### config.mk
export PLATFORM = sky130hd
export DESIGN_NAME = pwm_phase_bank
export DESIGN_NICKNAME = d
export VERILOG_FILES = /design/src/rtl/pwm_phase_pkg.sv /design/src/rtl/pwm_reg_slot.sv /design/src/rtl/pwm_phase_core.sv /design/src/rtl/pwm_phase_bank.sv
export SDC_FILE = /design/constraint.sdc
export NUM_CORES = 1
export LEC_CHECK = 0
export ABC_AREA = 1
export BUFFER_PORTS_ARGS = -buffer_cell sky130_fd_sc_hd__buf_2
export CAP_MARGIN = 10
export CORE_ASPECT_RATIO = 1.1
export CORE_MARGIN = 1.5
export CORE_UTILIZATION = 35
export DETAILED_ROUTE_END_ITERATION = 7
export GPL_ROUTABILITY_DRIVEN = 0
export PLACE_DENSITY_LB_ADDON = 0.25
export SYNTH_ARGS = -nofsm -noshare
export SYNTH_HDL_FRONTEND = slang
export SYNTH_SLANG_ARGS = --single-unit
### constraint.sdc
create_clock -name clk -period 2.05 [get_ports clk]
set_input_delay 0.3075 -clock clk [delete_from_list [all_inputs] [get_ports clk]]
set_output_delay 0.3075 -clock clk [all_outputs]
set_load 0.01 [all_outputs]
### src/rtl/pwm_phase_pkg.sv
package pwm_phase_pkg;
  localparam int ACC_W   = 16;
  localparam int THR_W   = 8;
  localparam int WORD_W  = 32;
  localparam int ON_BIT  = 31;
  localparam int RLD_BIT = 30;
  localparam int INC_LSB = 8;
  localparam int THR_LSB = 0;

  // Accumulator step with carry out in the top bit.
  function automatic logic [ACC_W:0] acc_step(input logic [ACC_W-1:0] acc,
                                              input logic [ACC_W-1:0] inc);
    return {1'b0, acc} + {1'b0, inc};
  endfunction

  // Output level for a given phase and threshold.
  function automatic logic duty_hit(input logic [ACC_W-1:0] acc,
                                    input logic [THR_W-1:0] thr);
    return acc[ACC_W-1 -: THR_W] >= thr;
  endfunction
endpackage

### src/rtl/pwm_reg_slot.sv
module pwm_reg_slot
  import pwm_phase_pkg::*;
(
  input  logic             clk,
  input  logic             rst_n,
  input  logic             wr_sel,
  input  logic             wr_on,
  input  logic             wr_rld,
  input  logic [ACC_W-1:0] wr_inc,
  input  logic [THR_W-1:0] wr_thr,
  input  logic             commit,
  output logic             on_q,
  output logic             pend_q,
  output logic [ACC_W-1:0] inc_sh,
  output logic [THR_W-1:0] thr_sh
);
  always_ff @(posedge clk or negedge rst_n) begin
    if (!rst_n) begin
      on_q   <= 1'b0;
      pend_q <= 1'b0;
      inc_sh <= '0;
      thr_sh <= '0;
    end else if (wr_sel) begin
      on_q   <= wr_on;
      inc_sh <= wr_inc;
      thr_sh <= wr_thr;
      pend_q <= wr_rld | (pend_q & ~commit);
    end else if (commit) begin
      pend_q <= 1'b0;
    end
  end
endmodule

### src/rtl/pwm_phase_core.sv
module pwm_phase_core
  import pwm_phase_pkg::*;
(
  input  logic             clk,
  input  logic             rst_n,
  input  logic             on_q,
  input  logic             pend_q,
  input  logic [ACC_W-1:0] inc_sh,
  input  logic [THR_W-1:0] thr_sh,
  output logic             commit,
  output logic             wrap,
  output logic [ACC_W-1:0] acc_q,
  output logic [ACC_W-1:0] inc_act,
  output logic [THR_W-1:0] thr_act,
  output logic             pwm
);
  logic [ACC_W:0] sum;
  logic           boundary;

  assign sum      = acc_step(acc_q, inc_act);
  assign wrap     = on_q & sum[ACC_W];
  assign boundary = wrap | (acc_q == '0);
  assign commit   = pend_q & boundary;
  assign pwm      = on_q & duty_hit(acc_q, thr_act);

  always_ff @(posedge clk or negedge rst_n) begin
    if (!rst_n) begin
      acc_q   <= '0;
      inc_act <= '0;
      thr_act <= '0;
    end else begin
      acc_q <= on_q ? sum[ACC_W-1:0] : '0;
      if (commit) begin
        inc_act <= inc_sh;
        thr_act <= thr_sh;
      end
    end
  end
endmodule

### src/rtl/pwm_phase_bank.sv
module pwm_phase_bank
  import pwm_phase_pkg::*;
#(
  parameter int NUM_CH     = 4,
  parameter int STRIDE_LSB = 10,
  parameter int ADDR_W     = STRIDE_LSB + ((NUM_CH > 1) ? $clog2(NUM_CH) : 1)
) (
  input  logic              clk,
  input  logic              rst_n,
  input  logic              bus_we,
  input  logic [ADDR_W-1:0] bus_addr,
  input  logic [31:0]       bus_wdata,
  output logic [31:0]       bus_rdata,
  output logic [NUM_CH-1:0] pwm_out
);
  localparam int SEL_W = ADDR_W - STRIDE_LSB;

  logic [SEL_W-1:0] sel_idx;
  logic             sel_ok;

  logic [NUM_CH-1:0]            ch_en, ch_pend, ch_commit, ch_wrap;
  logic [NUM_CH-1:0][ACC_W-1:0] ch_acc, ch_inc_act, ch_inc_sh;
  logic [NUM_CH-1:0][THR_W-1:0] ch_thr_act, ch_thr_sh;

  wire unused_wbits = ^bus_wdata[RLD_BIT-1:INC_LSB+ACC_W];

  assign sel_idx = bus_addr[ADDR_W-1:STRIDE_LSB];
  assign sel_ok  = (bus_addr[STRIDE_LSB-1:0] == '0) && (32'(sel_idx) < NUM_CH);

  for (genvar c = 0; c < NUM_CH; c++) begin : g_ch
    logic wr_sel;
    assign wr_sel = bus_we & sel_ok & (sel_idx == SEL_W'(c));

    pwm_reg_slot u_slot (
      .clk    (clk),
      .rst_n  (rst_n),
      .wr_sel (wr_sel),
      .wr_on  (bus_wdata[ON_BIT]),
      .wr_rld (bus_wdata[RLD_BIT]),
      .wr_inc (bus_wdata[INC_LSB +: ACC_W]),
      .wr_thr (bus_wdata[THR_LSB +: THR_W]),
      .commit (ch_commit[c]),
      .on_q   (ch_en[c]),
      .pend_q (ch_pend[c]),
      .inc_sh (ch_inc_sh[c]),
      .thr_sh (ch_thr_sh[c])
    );

    pwm_phase_core u_core (
      .clk     (clk),
      .rst_n   (rst_n),
      .on_q    (ch_en[c]),
      .pend_q  (ch_pend[c]),
      .inc_sh  (ch_inc_sh[c]),
      .thr_sh  (ch_thr_sh[c]),
      .commit  (ch_commit[c]),
      .wrap    (ch_wrap[c]),
      .acc_q   (ch_acc[c]),
      .inc_act (ch_inc_act[c]),
      .thr_act (ch_thr_act[c]),
      .pwm     (pwm_out[c])
    );
  end

  always_comb begin
    bus_rdata = '0;
    for (int c = 0; c < NUM_CH; c++) begin
      if (sel_ok && sel_idx == SEL_W'(c)) begin
        bus_rdata[ON_BIT]             = ch_en[c];
        bus_rdata[RLD_BIT]            = ch_pend[c];
        bus_rdata[INC_LSB +: ACC_W]   = ch_inc_sh[c];
        bus_rdata[THR_LSB +: THR_W]   = ch_thr_sh[c];
      end
    end
  end
endmodule

==> results_dict.tcl, run 1 <==
set metrics [dict create \
    worst_clock_skew_ns 0.0247 \
    cts_root_buffer "clkbuf_16" \
    cts-buffers-inserted 31 \
    synth_edf_count 0 \
    synth_cell_types 35 \
    grt_max_degree 65 \
    final_max_slew_viol_count 0 \
    synth_area_mm2 0.0150 \
    synth_fa_ha_area_share_pct 8.54 \
    synthSimpleGateAreaFrac_pct 27.9 \
    timing.rr.end "g_ch[1].u_core.thr_act[7]" \
    setup_slack_ns -0.251 \
    synth-seq-cells 264 \
    synth_cells 1928 \
    grtUsageTotal_pct 21.2 \
    yosysTopAreaCell "dfrtp_1" \
    yosys-top-cells-area "dfrtp_1, nand2_1, ha_1" \
    crit_slowest_cell "dfrtp_1" \
    ant_nets 0 \
    critPathMaxStageDelay_ns 0.44 \
    cts_buffer_depth 3 \
    synth_compound_gate_area_share_pct 11.2 \
    synth_xor_area_share_pct 0.526 \
    hold_path_class "in2reg" \
    hold-worst-slack_ns 0.0727 \
    setup.worst_path.start_class "register" \
    via_count 13800 \
    h-tree-depth 1 \
    synth.top_cell.area_share_pct 44.0 \
    violations "negative setup slack" \
    ir_drop_v 0.000543 \
    period_minus_slack_ns 2.30 \
    ys.flop_type "dfrtp_1" \
    grt_pass1_vias 13900 \
    wl_per_cell_um 17.7 \
    cts.sinks 264 \
    synth_most_common_cell "nand2_1" \
    fin_nets 2285 \
    critPathMaxFanout 3 \
    dieArea_mm2 0.0441 \
    clock.fmax_mhz 435 \
    avgSynthCellArea_um2 7.78 \
    core-area_mm2 0.0423 \
    diodes 0 \
    drt-initial-drc-count 726 \
    drt_wl_total_mm 48.3 \
    drc 0 \
    place_hpwl_mm 32.6 \
    fin_crit_sh_pct 112 \
    worstPathArrival_ns 1.99 \
    drive_above_1_share_pct 34.7 \
    hold_viol_final 0 \
    clkLatencyLatePin_ns 0.59 \
    startpoint "g_ch[1].u_core.acc_q[14]" \
    rows 79 \
    r2r-start "g_ch[1].u_core.acc_q[0]" \
    power_density_mw_per_mm2 541 \
    tns_ns -8.64 \
    r2r_cells 17 \
    rsz0062_at_grt "yes" \
    cp.depth 8 \
    leakage_nw 10.6 \
    dr.pass1.iters 5 \
    die_height_um 220 \
    cp.required_ns 1.74 \
    synth_top_family_by_area "simple AND/OR/NAND/NOR gates" \
    die_width_um 200 \
    io_buffers 70 \
    initial_core_util_pct 35.5 \
    maxCapViolCount 0 \
    overflow 0 \
    path_class "reg2out" \
    viasPerCell 5.06 \
    worstPathCellList "ha_4, nand2_2, nor2_4, nand4_1, o2111ai_2, nand2_1, inv_2, buf_6" \
    synth-seq-area-share_pct 44.0 \
    synth_warnings 0 \
    reg2reg_slack_ns -0.13 \
    setup_viol 116 \
    slew_headroom_pct 57.6 \
    grt_pass1_wl_mm 74.9 \
    syn_to_final_growth_pct 40.0 \
    critPathTopFamily "flip-flops" \
    yosys-top-cells-count "nand2_1, dfrtp_1, inv_1" \
    async_reset_ff_share_pct 100 \
    cp_num_buf_inv 2 \
    worst_slew_pin_slew_ns 0.637 \
    cp-endpoint "pwm_out[1]" \
    muxShareOfSynthArea_pct 0 \
    pin_count 83 \
    clk_pin_slew_ns 0.06 \
    end_kind "primary output" \
    antenna_found_initial 0 \
    outcome "complete, but fails checks" \
    cts_tree "yes" \
]
## final cells by class
class	instances	area, um^2
Fill cell	3960	21300
Clock buffer	36	815
Multi-Input combinational cell	1419	9510
Timing Repair inverter	3	27.5
Tap cell	567	709
Sequential cell	264	6610
Inverter	180	698
Clock inverter	22	255
Timing Repair Buffer	239	2380
## worst min-delay path by stage
stage | cells after the start | start | slack (ns) | endpoint
3_5_place_dp | 1 | rst_n | 0.33 | g_ch[1].u_core.inc_act[4]
3_3_place_gp | 1 | rst_n | 0.33 | g_ch[1].u_core.inc_act[4]
2_1_floorplan | 0 | rst_n | 0.01 | g_ch[0].u_core.acc_q[0]
5_1_grt | 3 | bus_wdata[0] | 0.07 | g_ch[2].u_slot.thr_sh[0]
4_1_cts | 3 | bus_wdata[0] | 0.05 | g_ch[2].u_slot.thr_sh[0]
6_report | 3 | bus_wdata[0] | 0.07 | g_ch[2].u_slot.thr_sh[0]
## report_power, final
part,switching (mW),total [mW],internal (mW)
registers,0.0139,5.23,5.22
clock network,2.41,5.80,3.39
logic,0.247,0.325,0.0783
## logic make-up (layout without fill, tap and decap cells)
group / after synthesis / in the layout
XOR/XNOR: 9 / 9
flip-flops: 264 / 264
buffers and inverters: 262 / 480
adder cells (fa/ha/maj): 100 / 100
AO/OA/AOI/OAI: 295 / 295
AND/OR/NAND/NOR: 997 / 1009
other: 1 / 6
## what timing repair did
item,in CTS,in global routing
hold buffers,1,0
setup endpoints to repair,126,136
setup buffers,49,20
resized for setup,218,359
endpoints found under the hold margin,55,0
cloned,20,10
pin swaps,81,166
## per-stage QoR
| stage | setup WS (ns) | std cells | power [mW] | cell area, um^2 | utilization (%) |
|---|---|---|---|---|---|
| after floorplan | 0.108 | 1933 | 5.40 | 15000 | - |
| after global placement | -0.127 | 2586 | 5.64 | 16500 | 39.1 |
| after detailed placement | -0.131 | 2586 | 5.64 | 16500 | 39.1 |
| after CTS | -0.301 | 2710 | 11.4 | 19400 | 45.8 |
| after global routing | -0.352 | 2730 | 11.7 | 21000 | 49.6 |
| final | -0.251 | 2730 | 11.4 | 21000 | 49.6 |
## cells in the final DEF, fill, tap and decap left out, types with 23 or more instances in the layout
master / instances
o21ai_0: 102
nand3_1: 51
nand2_4: 51
buf_12: 27
a21oi_1: 87
nor2_1: 134
a21oi_2: 26
clkbuf_16: 33
buf_6: 39
nand2_2: 136
inv_1: 154
inv_2: 23
ha_4: 27
o21ai_2: 25
nand4_1: 28
dfrtp_1: 261
buf_4: 113
ha_1: 61
buf_2: 44
nand2_1: 448
nand3_2: 80
## state kept, by name (all words and copies together), names as in the netlist
register,count
g_ch.u_slot.thr_sh,32
g_ch.u_slot.inc_sh,64
g_ch.u_core.inc_act,64
g_ch.u_slot.on_q,4
g_ch.u_core.acc_q,64
g_ch.u_core.thr_act,32
g_ch.u_slot.pend_q,4
## worst reg2reg max path: stages (launching register included)
cell and delay (ns):
dfrtp_1 0.36, ha_2 0.19, inv_2 0.04, fa_2 0.33, inv_2 0.07, nand2_2 0.06, nand2_2 0.08, nand3_4 0.09
nand2_4 0.10, nand2_2 0.05, nand2_2 0.09, nand2_4 0.07, nand2_8 0.10, buf_12 0.12, buf_12 0.11, nand2_8 0.08
nand2_1 0.10, nand2_1 0.06
## routing by layer
layer	GRT usage, %	wire, um	vias to the layer above
met1	26.2	20100	6645
met3	2.51	1880	97
met4	7.79	1730	0
li1	-	-	6738
met5	0	0	-
met2	38.2	24600	323
(Power assumes the default switching activity.)
==> run 2, diff against run 1 <==
- SKIP_LAST_GASP: not set -> 1
==> results_dict.tcl, run 2 (synthesized netlist as in run 1, its figures left out) <==
set metrics [dict create \
    die_width_um 200 \
    hold_viol_final 0 \
    wl_per_cell_um 17.6 \
    initial_core_util_pct 35.5 \
    reg2reg_slack_ns -0.17 \
    hold_end "g_ch[2].u_slot.thr_sh[0]" \
    maxCapViolCount 0 \
    violations "negative setup slack" \
    clk_pin_slew_ns 0.06 \
    place_area_mm2 0.0165 \
    worst_clock_skew_ns 0.0277 \
    crit_slowest_cell "dfrtp_1" \
    r2r-start "g_ch[1].u_core.acc_q[0]" \
    grt_pass1_vias 13900 \
    hold_start "bus_wdata[0]" \
    ir_drop_v 0.000541 \
    grt_max_degree 65 \
    overflow 0 \
    period_minus_slack_ns 2.31 \
    leakage_nw 10.7 \
    path_class "reg2out" \
    rsz0062_at_grt "yes" \
    final_max_slew_viol_count 0 \
    grt_pass1_wl_mm 74.8 \
    via_count 13900 \
    grtUsageTotal_pct 21.2 \
    viasPerCell 5.08 \
    antenna_found_initial 0 \
    r2r_cells 17 \
    clock.fmax_mhz 434 \
    core-area_mm2 0.0423 \
    fillerInstances 3960 \
    io_buffers 70 \
    cts_buffer_depth 3 \
    cts_tree "yes" \
    dr.pass1.iters 5 \
    setup_slack_ns -0.256 \
    drt-initial-drc-count 889 \
    mostFrequentLayoutCells "nand2_1, dfrtp_1, inv_1" \
    die_height_um 220 \
    dieArea_mm2 0.0441 \
    fin_util_pct 49.6 \
    fin_crit_sh_pct 112 \
    fin_nets 2291 \
    place_hpwl_mm 32.6 \
    cts.sinks 264 \
    drc 0 \
    min_path_cells 3 \
    critPathMaxFanout 3 \
    cp.required_ns 1.74 \
    setup_viol 123 \
    cts_root_buffer "clkbuf_16" \
    ant_nets 0 \
    diodes 0 \
    critPathMaxStageDelay_ns 0.44 \
    clkLatencyLatePin_ns 0.59 \
    hold-worst-slack_ns 0.0662 \
    worstPathArrival_ns 2.00 \
    tns_ns -10.62 \
    power_density_mw_per_mm2 542 \
    rows 79 \
    mostFrequentLayoutCell "nand2_1" \
    h-tree-depth 1 \
    fin_area_mm2 0.0210 \
    outcome "complete, but fails checks" \
    hold_path_class "in2reg" \
    drt_wl_total_mm 48.3 \
    top_regs "g_ch.u_core.acc_q x64, g_ch.u_core.inc_act x64, g_ch.u_slot.inc_sh x64" \
    syn_to_final_growth_pct 39.9 \
    slew_headroom_pct 57.9 \
    timing.rr.end "g_ch[1].u_core.inc_act[8]" \
    setup.worst_path.start_class "register" \
    worstPathCellList "ha_4, nand2_2, nor2_4, nand4_1, o2111ai_2, nand2_1, inv_1, buf_6" \
    pin_count 83 \
    worst_slew_pin_slew_ns 0.631 \
    cts-buffers-inserted 31 \
    drive_above_1_share_pct 33.0 \
    end_kind "primary output" \
]
## run 2: cell types whose count changed in the layout (fill, tap and decap cells not counted), moves of 4 or more
cell	change
a21oi_2	+5
buf_4	+6
buf_6	-5
ha_4	+4
nand2_1	+32
nand2_2	-33
nand3_1	+10
nand3_2	-7
## run 2: area by class of cell
type	instances	area (um^2)	area share [%]
Clock buffer	36	815	3.88
Clock inverter	22	255	1.22
Inverter	180	703	3.35
Multi-Input combinational cell	1418	9370	44.7
Sequential cell	264	6610	31.5
Tap cell	567	709	3.38
Timing Repair Buffer	246	2490	11.9
Timing Repair inverter	3	27.5	0.131
## run 2: metal layers
metal | vias up | part of all wire [%] | track usage (%)
met1 | 6683 | 41 | 26.4
met4 | 0 | 4.1 | 7.64
li1 | 6739 | - | -
met5 | - | 0 | 0
met2 | 358 | 50 | 38.2
met3 | 118 | 4.2 | 2.22
## run 2: how the worst max path moves through the flow
stage | from | end | slack, ns | cells past startpoint
2_1_floorplan | g_ch[0].u_core.acc_q[0] | g_ch[0].u_core.inc_act[2] | 0.11 | 16
3_3_place_gp | bus_addr[1] | bus_rdata[11] | -0.13 | 13
3_5_place_dp | bus_addr[1] | bus_rdata[11] | -0.13 | 12
4_1_cts | g_ch[0].u_core.thr_act[5] | pwm_out[0] | -0.30 | 9
5_1_grt | g_ch[1].u_core.thr_act[6] | pwm_out[1] | -0.34 | 9
6_report | g_ch[1].u_core.acc_q[14] | pwm_out[1] | -0.26 | 8
## run 2: where the power goes
group          internal, mW  leakage (nW)  switching, mW
sequential             5.22          3.68         0.0135
combinational        0.0781          6.50          0.247
clock                  3.39         0.524           2.43
total                  8.69          10.7           2.69
## run 2: repair_timing
item                                    CTS  global route
gates resized for setup                 195           332
endpoints found under the setup margin  126           136
hold buffers                              1             0
endpoints found under the hold margin    55             0
cloned                                   20             9
pin swaps                                72           170
buffers inserted                         49            21
## run 2: critical path: cells and delay by family, from the launching register on
kind            cells  cell delay [ns]
flops               1             0.44
simple gates        4             0.42
fa+ha+maj           1             0.29
buf+inv             2             0.19
compound gates      1             0.09
## run 2: through the flow
stage                     power (mW)  std cells  setup WS [ns]
after floorplan                 5.40       1933          0.108
after global placement          5.64       2586         -0.127
after detailed placement        5.64       2586         -0.131
after CTS                       11.4       2710         -0.301
after global routing            11.7       2736         -0.336
final                           11.4       2736         -0.256
